[config.mk]
export PLATFORM = sky130hd
export DESIGN_NAME = sys_cfg_mux
export DESIGN_NICKNAME = d
export VERILOG_FILES = /design/src/rtl/syscfg_pkg.sv /design/src/rtl/syscfg_regs.sv /design/src/rtl/syscfg_line_mux.sv /design/src/rtl/sys_cfg_mux.sv
export SDC_FILE = /design/constraint.sdc
export NUM_CORES = 1
export LEC_CHECK = 0
export ABC_AREA = 1
export CORE_MARGIN = 1.5
export CORE_UTILIZATION = 49
export DETAILED_ROUTE_END_ITERATION = 8
export PLACE_DENSITY = 0.81
export REMOVE_ABC_BUFFERS = 1
export SETUP_SLACK_MARGIN = 0.15
export SLEW_MARGIN = 20
export SYNTH_ARGS = -nofsm -noshare
export SYNTH_HDL_FRONTEND = slang
export SYNTH_SLANG_ARGS = --single-unit
[constraint.sdc]
create_clock -name clk -period 3.4 [get_ports clk]
set_input_delay 0.34 -clock clk [delete_from_list [all_inputs] [get_ports clk]]
set_output_delay 0.34 -clock clk [all_outputs]
set_load 0.02 [all_outputs]
[src/rtl/syscfg_pkg.sv]
package syscfg_pkg;

    typedef enum logic [3:0] {
        RG_REMAP   = 4'd0,
        RG_CFGA    = 4'd1,
        RG_SEL0    = 4'd2,
        RG_SEL1    = 4'd3,
        RG_SEL2    = 4'd4,
        RG_SEL3    = 4'd5,
        RG_CTLSTAT = 4'd6,
        RG_CFGB    = 4'd7,
        RG_WPLO    = 4'd8,
        RG_KEY     = 4'd9,
        RG_WPHI    = 4'd10
    } reg_idx_e;

    localparam int unsigned NUM_REGS   = 11;
    localparam logic [31:0] REMAP_MASK = 32'h0000_0107;
    localparam logic [31:0] CFGA_MASK  = 32'hFCFF_0101;
    localparam logic [31:0] CFGA_RST   = 32'h7C00_0001;
    localparam logic [31:0] KEY_MASK   = 32'h0000_00FF;
    localparam int unsigned CFGB_LOCK_W = 4;
    localparam int unsigned CFGB_FLAG_BIT = 8;

endpackage

[src/rtl/syscfg_regs.sv]
module syscfg_regs
    import syscfg_pkg::*;
#(
    parameter int unsigned DATA_W = 32,
    parameter int unsigned ADDR_W = 8,
    parameter int unsigned LINES  = 16,
    parameter int unsigned SEL_W  = 4
) (
    input  logic                   clk,
    input  logic                   rst_n,
    input  logic                   bus_wr,
    input  logic [ADDR_W-1:0]      bus_addr,
    input  logic [DATA_W-1:0]      bus_wdata,
    output logic [DATA_W-1:0]      bus_rdata,
    input  logic                   parity_evt,
    output logic [LINES*SEL_W-1:0] sel_flat
);

    localparam int unsigned IDX_W     = ADDR_W - 2;
    localparam int unsigned FLD_PER   = 4;
    localparam int unsigned SEL_BITS  = FLD_PER * SEL_W;
    localparam int unsigned NSEL      = LINES / FLD_PER;

    logic [IDX_W-1:0] idx;
    logic             aligned;
    logic             wr_ok;

    assign idx     = bus_addr[ADDR_W-1:2];
    assign aligned = (bus_addr[1:0] == 2'b00);
    assign wr_ok   = bus_wr && aligned;

    // Storage
    logic [DATA_W-1:0]      remap_q;
    logic [DATA_W-1:0]      cfga_q;
    logic [CFGB_LOCK_W-1:0] lock_q;
    logic                   flag_q;
    logic [DATA_W-1:0]      wplo_q;
    logic [DATA_W-1:0]      wphi_q;
    logic [DATA_W-1:0]      key_q;
    logic [SEL_BITS-1:0]    sel_q [NSEL];

    function automatic logic hit(input logic [IDX_W-1:0] i, input int unsigned r);
        return i == IDX_W'(r);
    endfunction

    // Plain and masked registers
    always_ff @(posedge clk) begin
        if (!rst_n) begin
            remap_q <= '0;
            key_q   <= '0;
        end else if (wr_ok) begin
            if (hit(idx, RG_REMAP)) remap_q <= bus_wdata & REMAP_MASK;
            if (hit(idx, RG_KEY))   key_q   <= bus_wdata & KEY_MASK;
        end
    end

    // Config A: masked, bit 0 clear-only
    always_ff @(posedge clk) begin
        if (!rst_n) begin
            cfga_q <= CFGA_RST;
        end else if (wr_ok && hit(idx, RG_CFGA)) begin
            cfga_q[DATA_W-1:1] <= bus_wdata[DATA_W-1:1] & CFGA_MASK[DATA_W-1:1];
            cfga_q[0]          <= cfga_q[0] & bus_wdata[0];
        end
    end

    // Config B: set-only lock bits and event flag
    always_ff @(posedge clk) begin
        if (!rst_n) begin
            lock_q <= '0;
            flag_q <= 1'b0;
        end else begin
            if (wr_ok && hit(idx, RG_CFGB))
                lock_q <= lock_q | bus_wdata[CFGB_LOCK_W-1:0];
            if (parity_evt)
                flag_q <= 1'b1;
            else if (wr_ok && hit(idx, RG_CFGB) && bus_wdata[CFGB_FLAG_BIT])
                flag_q <= 1'b0;
        end
    end

    // Write-protect registers: sticky set
    always_ff @(posedge clk) begin
        if (!rst_n) begin
            wplo_q <= '0;
            wphi_q <= '0;
        end else if (wr_ok) begin
            if (hit(idx, RG_WPLO)) wplo_q <= wplo_q | bus_wdata;
            if (hit(idx, RG_WPHI)) wphi_q <= wphi_q | bus_wdata;
        end
    end

    // Selector registers
    generate
        for (genvar g = 0; g < NSEL; g++) begin : g_sel
            always_ff @(posedge clk) begin
                if (!rst_n)
                    sel_q[g] <= '0;
                else if (wr_ok && hit(idx, int'(RG_SEL0) + g))
                    sel_q[g] <= bus_wdata[SEL_BITS-1:0];
            end
            assign sel_flat[g*SEL_BITS +: SEL_BITS] = sel_q[g];
        end
    endgenerate

    // Read path
    always_comb begin
        bus_rdata = '0;
        if (aligned) begin
            if (hit(idx, RG_REMAP)) bus_rdata = remap_q;
            if (hit(idx, RG_CFGA))  bus_rdata = cfga_q;
            if (hit(idx, RG_CFGB)) begin
                bus_rdata[CFGB_LOCK_W-1:0]  = lock_q;
                bus_rdata[CFGB_FLAG_BIT]    = flag_q;
            end
            if (hit(idx, RG_WPLO))  bus_rdata = wplo_q;
            if (hit(idx, RG_KEY))   bus_rdata = key_q;
            if (hit(idx, RG_WPHI))  bus_rdata = wphi_q;
            for (int s = 0; s < NSEL; s++)
                if (hit(idx, int'(RG_SEL0) + s))
                    bus_rdata[SEL_BITS-1:0] = sel_q[s];
        end
    end

    // Assertions
    AST_CFGA_CLR_ONLY: assert property (@(posedge clk) disable iff (!rst_n)
        !cfga_q[0] |=> !cfga_q[0]);
    AST_LOCK_STICKY: assert property (@(posedge clk) disable iff (!rst_n)
        1'b1 |=> ((lock_q & $past(lock_q)) == $past(lock_q)));
    AST_WP_STICKY: assert property (@(posedge clk) disable iff (!rst_n)
        1'b1 |=> (((wplo_q & $past(wplo_q)) == $past(wplo_q)) &&
                  ((wphi_q & $past(wphi_q)) == $past(wphi_q))));
    AST_FLAG_W1C: assert property (@(posedge clk) disable iff (!rst_n)
        (wr_ok && hit(idx, RG_CFGB) && bus_wdata[CFGB_FLAG_BIT] && !parity_evt) |=> !flag_q);
    AST_FLAG_EVT: assert property (@(posedge clk) disable iff (!rst_n)
        parity_evt |=> flag_q);
    AST_UNMAPPED_ZERO: assert property (@(posedge clk) disable iff (!rst_n)
        (!aligned || (idx >= IDX_W'(NUM_REGS))) |-> (bus_rdata == '0));
    AST_CTLSTAT_ZERO: assert property (@(posedge clk) disable iff (!rst_n)
        (aligned && hit(idx, RG_CTLSTAT)) |-> (bus_rdata == '0));
    AST_SEL_UPPER_ZERO: assert property (@(posedge clk) disable iff (!rst_n)
        (aligned && idx >= IDX_W'(RG_SEL0) && idx <= IDX_W'(RG_SEL3))
            |-> (bus_rdata[DATA_W-1:SEL_BITS] == '0));

endmodule

[src/rtl/syscfg_line_mux.sv]
module syscfg_line_mux #(
    parameter int unsigned PORTS = 8,
    parameter int unsigned PINS  = 16,
    parameter int unsigned SEL_W = 4
) (
    input  logic [PINS*SEL_W-1:0]  sel_flat,
    input  logic [PORTS*PINS-1:0]  gpio_lvl,
    output logic [PINS-1:0]        irq_line
);

    localparam int unsigned PSEL_W = (PORTS > 1) ? $clog2(PORTS) : 1;

    generate
        for (genvar k = 0; k < PINS; k++) begin : g_line
            logic [SEL_W-1:0] sel;
            logic [PORTS-1:0] pick;
            logic             in_range;

            assign sel = sel_flat[k*SEL_W +: SEL_W];

            for (genvar p = 0; p < PORTS; p++) begin : g_port
                assign pick[p] = gpio_lvl[p*PINS + k];
            end

            assign in_range    = ({1'b0, sel} < (SEL_W+1)'(PORTS));
            assign irq_line[k] = in_range ? pick[sel[PSEL_W-1:0]] : 1'b0;
        end
    endgenerate

endmodule

[src/rtl/sys_cfg_mux.sv]
module sys_cfg_mux #(
    parameter int unsigned DATA_W = 32,
    parameter int unsigned ADDR_W = 8,
    parameter int unsigned PORTS  = 8,
    parameter int unsigned LINES  = 16,
    parameter int unsigned SEL_W  = 4
) (
    input  logic                    clk,
    input  logic                    rst_n,
    input  logic                    bus_wr,
    input  logic [ADDR_W-1:0]       bus_addr,
    input  logic [DATA_W-1:0]       bus_wdata,
    output logic [DATA_W-1:0]       bus_rdata,
    input  logic                    parity_evt,
    input  logic [PORTS*LINES-1:0]  gpio_lvl,
    output logic [LINES-1:0]        irq_line
);

    logic [LINES*SEL_W-1:0] sel_flat;

    syscfg_regs #(
        .DATA_W (DATA_W),
        .ADDR_W (ADDR_W),
        .LINES  (LINES),
        .SEL_W  (SEL_W)
    ) u_regs (
        .clk        (clk),
        .rst_n      (rst_n),
        .bus_wr     (bus_wr),
        .bus_addr   (bus_addr),
        .bus_wdata  (bus_wdata),
        .bus_rdata  (bus_rdata),
        .parity_evt (parity_evt),
        .sel_flat   (sel_flat)
    );

    syscfg_line_mux #(
        .PORTS (PORTS),
        .PINS  (LINES),
        .SEL_W (SEL_W)
    ) u_mux (
        .sel_flat (sel_flat),
        .gpio_lvl (gpio_lvl),
        .irq_line (irq_line)
    );

    AST_LINE0_PORTA: assert property (@(posedge clk) disable iff (!rst_n)
        (sel_flat[SEL_W-1:0] == '0) |-> (irq_line[0] == gpio_lvl[0]));
    AST_LINE0_PORTB: assert property (@(posedge clk) disable iff (!rst_n)
        (sel_flat[SEL_W-1:0] == SEL_W'(1)) |-> (irq_line[0] == gpio_lvl[LINES]));
    AST_SEL_OUT_OF_RANGE: assert property (@(posedge clk) disable iff (!rst_n)
        ({1'b0, sel_flat[SEL_W-1:0]} >= (SEL_W+1)'(PORTS)) |-> !irq_line[0]);

endmodule

==> impl_results.md <==
- Run status: finished, final reports clean
- Final number of max-transition violations: 0
- Hold Startpoint: u_regs.wphi_q[11]$_SDFFE_PN0P_
- Flip-flop and latch count after synthesis: 161
- Layout-stage area growth over the synthesis result: 37.6%
- GR Util All Layers: 0.300
- First-pass GRT wire length: a little over 40000 microns
- Remaining global-route overflow: 0
- Max-capacitance violation count: 0
- Terminus of the critical flop-to-flop path: u_regs.key_q[4]$_SDFFE_PN0P_
- Biggest fanout along the worst timing path: 19
- Hold Buf Count CTS: 0
- TritonCTS clock tree: built
- Final design instance area without fill: 0.0112 sq mm
- Final critical-path required period: around 3.1 ns
- Count of flip-flops with a built-in enable after synthesis: 64
- Standby leakage power: 4.36 nW
- Worst-case clock skew: 0 ns
- Total of cells resized after clock tree synthesis: 0
- Number of buffers inserted by post-CTS setup repair: 0
- Combinational family with the most area after synthesis: simple AND/OR/NAND/NOR gates
- Nets: ~1.5k
- Start point of the critical path: bus_addr[7]
- Crit Path Category: in -> out
- TritonCTS sink count: roughly 160
- R2r startpoint: u_regs.key_q[4]$_SDFFE_PN0P_
- Initial Utilization: 0.506
- Worst Hold Slack: between 0.4 and 0.5 ns
- Yosys warning count: 0
- Max VDD drop: 0.000255 V
- Sequential Area: 0.00386 sq mm
- Mapped Cells: 1069
- Clock transition at path regs: 0.06 ns
- Fraction of layout cells with a size suffix above 1: 0.0696
- Worst R2R Setup Slack: 2.66 ns
- Fill count: between 1k and 1.5k
- # rows: 46
- Root Buffer Master: clkbuf_16
- Number of vias in the routed layout: 8344
- Prevailing post-synth register cell: dfxtp_1
- Setup violations, final: 0
- Post-DR vias/cell: 5.48
- Antenna violations before repair: 0
- Power, Total: approximately 4.5 mW
- Kind of start point of the critical path: input port
- Total Routed Length: 26400 microns
- Pwr Density: about 410 mW/mm^2
- Via count of the first global-routing pass: 7832
- Slew HR: 0.630
- Post-synthesis compound-gate area fraction: 0.187
- Area of the placeable core: 0.0160 sq mm
- Number of buffers on the longest clock path: 2
- Maximum number of pins on one net before global-route repair: 35
- Sequential element share of the synthesized area: 0.477
- Die area: approximately 0.017 sq mm
- CP required: slightly above 3 ns
- Simple logic cell fraction of the synthesized area: 0.257
- Area used by multi-input combinational logic: 0.00360 sq mm
- Final period utilization: 0.919
- Mean post-synth cell area: 7.58 sq um
- End point of the worst hold path: u_regs.wphi_q[11]$_SDFFE_PN0P_
- Slew @ Worst Pin: 0.555 ns
- Arrival time reported for the critical path endpoint: 2.79 ns
- Number of different library cells in the post-synthesis netlist: 31
- Xor/xnor cell area share of the yosys netlist: 0
- Level count of the clock H-tree: 4
- Post-layout worst setup margin: 0.274 ns
- Class of the worst hold path: reg -> reg
- Share of synthesized flip-flops with an asynchronous set or reset: 0
- DRC violation total after the first TritonRoute iteration: 675
- Clock latency of the later-clocked register in the worst-skew pair: 0.42 ns
- Gpl congestion: between 0.9 and 1
- Final ANT Viol Nets: 0
- Depth of the most critical reg-to-reg path: 2
- Total clock buffers created by CTS: 17
- DP Area: 0.0105 sq mm
- Synthesized-area fraction occupied by adder cells: 0
- Count of input and output buffers: 219
- Antenna diode count: 0
- Cell area after synthesis: 0.00810 sq mm
- Max Fclk: 320 MHz
- Post-Place Setup Slack: 0.285 ns
- Width of the die: 132 microns
- DR pass1 iterations: 5
- Nature of the critical path endpoint: primary output
- Die Y-Extent: roughly 130 microns
- DRC violations left: 0
- Final hold viol count: 0
- Detail Placement HPWL: roughly 19000 microns
- RSZ-0062 raised after global routing: no
- Top-level I/O count: 220
- Mux contribution to synthesized area: 0
- Worst hold path stage count: 2
- Setup TNS: 0 ns
- Detail-routed net length per standard cell: 17.3 microns
cell usage after synthesis, drive strengths merged (3+ instances only):
master    n  share of area
buf      25          0.020
nor2    264           0.14
or2       3         0.0023
nand2   184          0.090
nor3     14         0.0086
a21oi   113          0.070
o32ai    19          0.021
o211ai   15          0.014
edfxtp   64           0.24
nand4     6         0.0046
a41oi     7         0.0076
inv     115          0.054
clkbuf   11         0.0051
o21ai    91          0.056
nand3    19          0.014
dfxtp    97           0.24
o21bai   14          0.013
a22oi     7         0.0065
metal layers:
metal  vias up  wire [microns]  GRT usage
li1       3990               -          -
met1      3804           10300      0.372
met2       503           12700      0.509
met3        47            2810     0.0822
met4         0             556     0.0920
met5         -               0          0
kinds of logic (layout without fill, tap and decap cells):
| group | after synthesis | count (layout) |
|---|---|---|
| buf+inv | 152 | 390 |
| flops | 161 | 161 |
| simple gates | 490 | 490 |
| compound gates | 266 | 266 |
critical path: stages:
cell,delay [ns]
clkdlybuf4s50_1,0.46
nor2_4,0.28
nand2_4,0.14
nor2_8,0.26
inv_4,0.18
o21ai_0,0.20
o21bai_1,0.11
nand3_1,0.09
nand2_1,0.05
inv_1,0.05
clkdlybuf4s50_1,0.62
state kept, by name, indices dropped and copies added, names as in the netlist:
| register | count |
|---|---|
| u_regs.lock_q | 4 |
| u_regs.wphi_q | 32 |
| u_regs.cfga_q | 16 |
| u_regs.wplo_q | 32 |
| u_regs.sel_q | 64 |
| u_regs.flag_q | 1 |
| u_regs.remap_q | 4 |
| u_regs.key_q | 8 |
worst max path at each step:
stage / endpoint / cells after the start
CTS: bus_rdata[0] / 12
global placement: bus_rdata[0] / 12
global route: bus_rdata[5] / 11
finish: bus_rdata[5] / 11
floorplan: u_regs.sel_q[2][0]$_SDFFCE_PN0P_ / 5
detailed placement: bus_rdata[0] / 12
final cells by class:
| class | instances | share of cell area |
|---|---|---|
| clock inverter | 7 | 0.00606 |
| multi-input combinational | 756 | 0.323 |
| inverter | 116 | 0.0393 |
| clock buffer | 25 | 0.0479 |
| tap | 216 | 0.0242 |
| timing repair buffer | 242 | 0.213 |
| sequential | 161 | 0.346 |
cell usage in the layout, fill, tap and decap left out, types with 6 or more instances in the layout:
master / synthesis / layout
a21oi_1: 113 / 113
a22oi_1: 7 / 7
a41oi_1: 7 / 7
buf_4: 9 / 22
clkbuf_16: 0 / 20
clkdlybuf4s50_1: 0 / 219
dfxtp_1: 97 / 97
edfxtp_1: 64 / 64
inv_1: 105 / 105
inv_2: 9 / 10
nand2_1: 178 / 178
nand3_1: 15 / 15
nand4_1: 6 / 6
nor2_1: 247 / 247
nor2_2: 6 / 6
nor2_4: 8 / 8
nor3_1: 14 / 14
o211ai_1: 15 / 15
o21ai_0: 88 / 85
o21ai_1: 3 / 6
o21bai_1: 14 / 14
o32ai_1: 19 / 19
power breakdown:
| group | total [mW] | internal (mW) | switching, mW | leakage [nW] |
|---|---|---|---|---|
| registers | 2.10 | 2.05 | 0.0472 | 1.39 |
| logic | 0.533 | 0.279 | 0.254 | 2.67 |
| clock network | 1.91 | 1.17 | 0.745 | 0.299 |
per-stage QoR:
step / util / cells
after floorplan: - / 1033
after global placement: 0.658 / 1489
after detailed placement: 0.658 / 1489
after CTS: 0.695 / 1521
after global routing: 0.697 / 1523
final: 0.697 / 1523
Power figures use the tool's default switching activity.
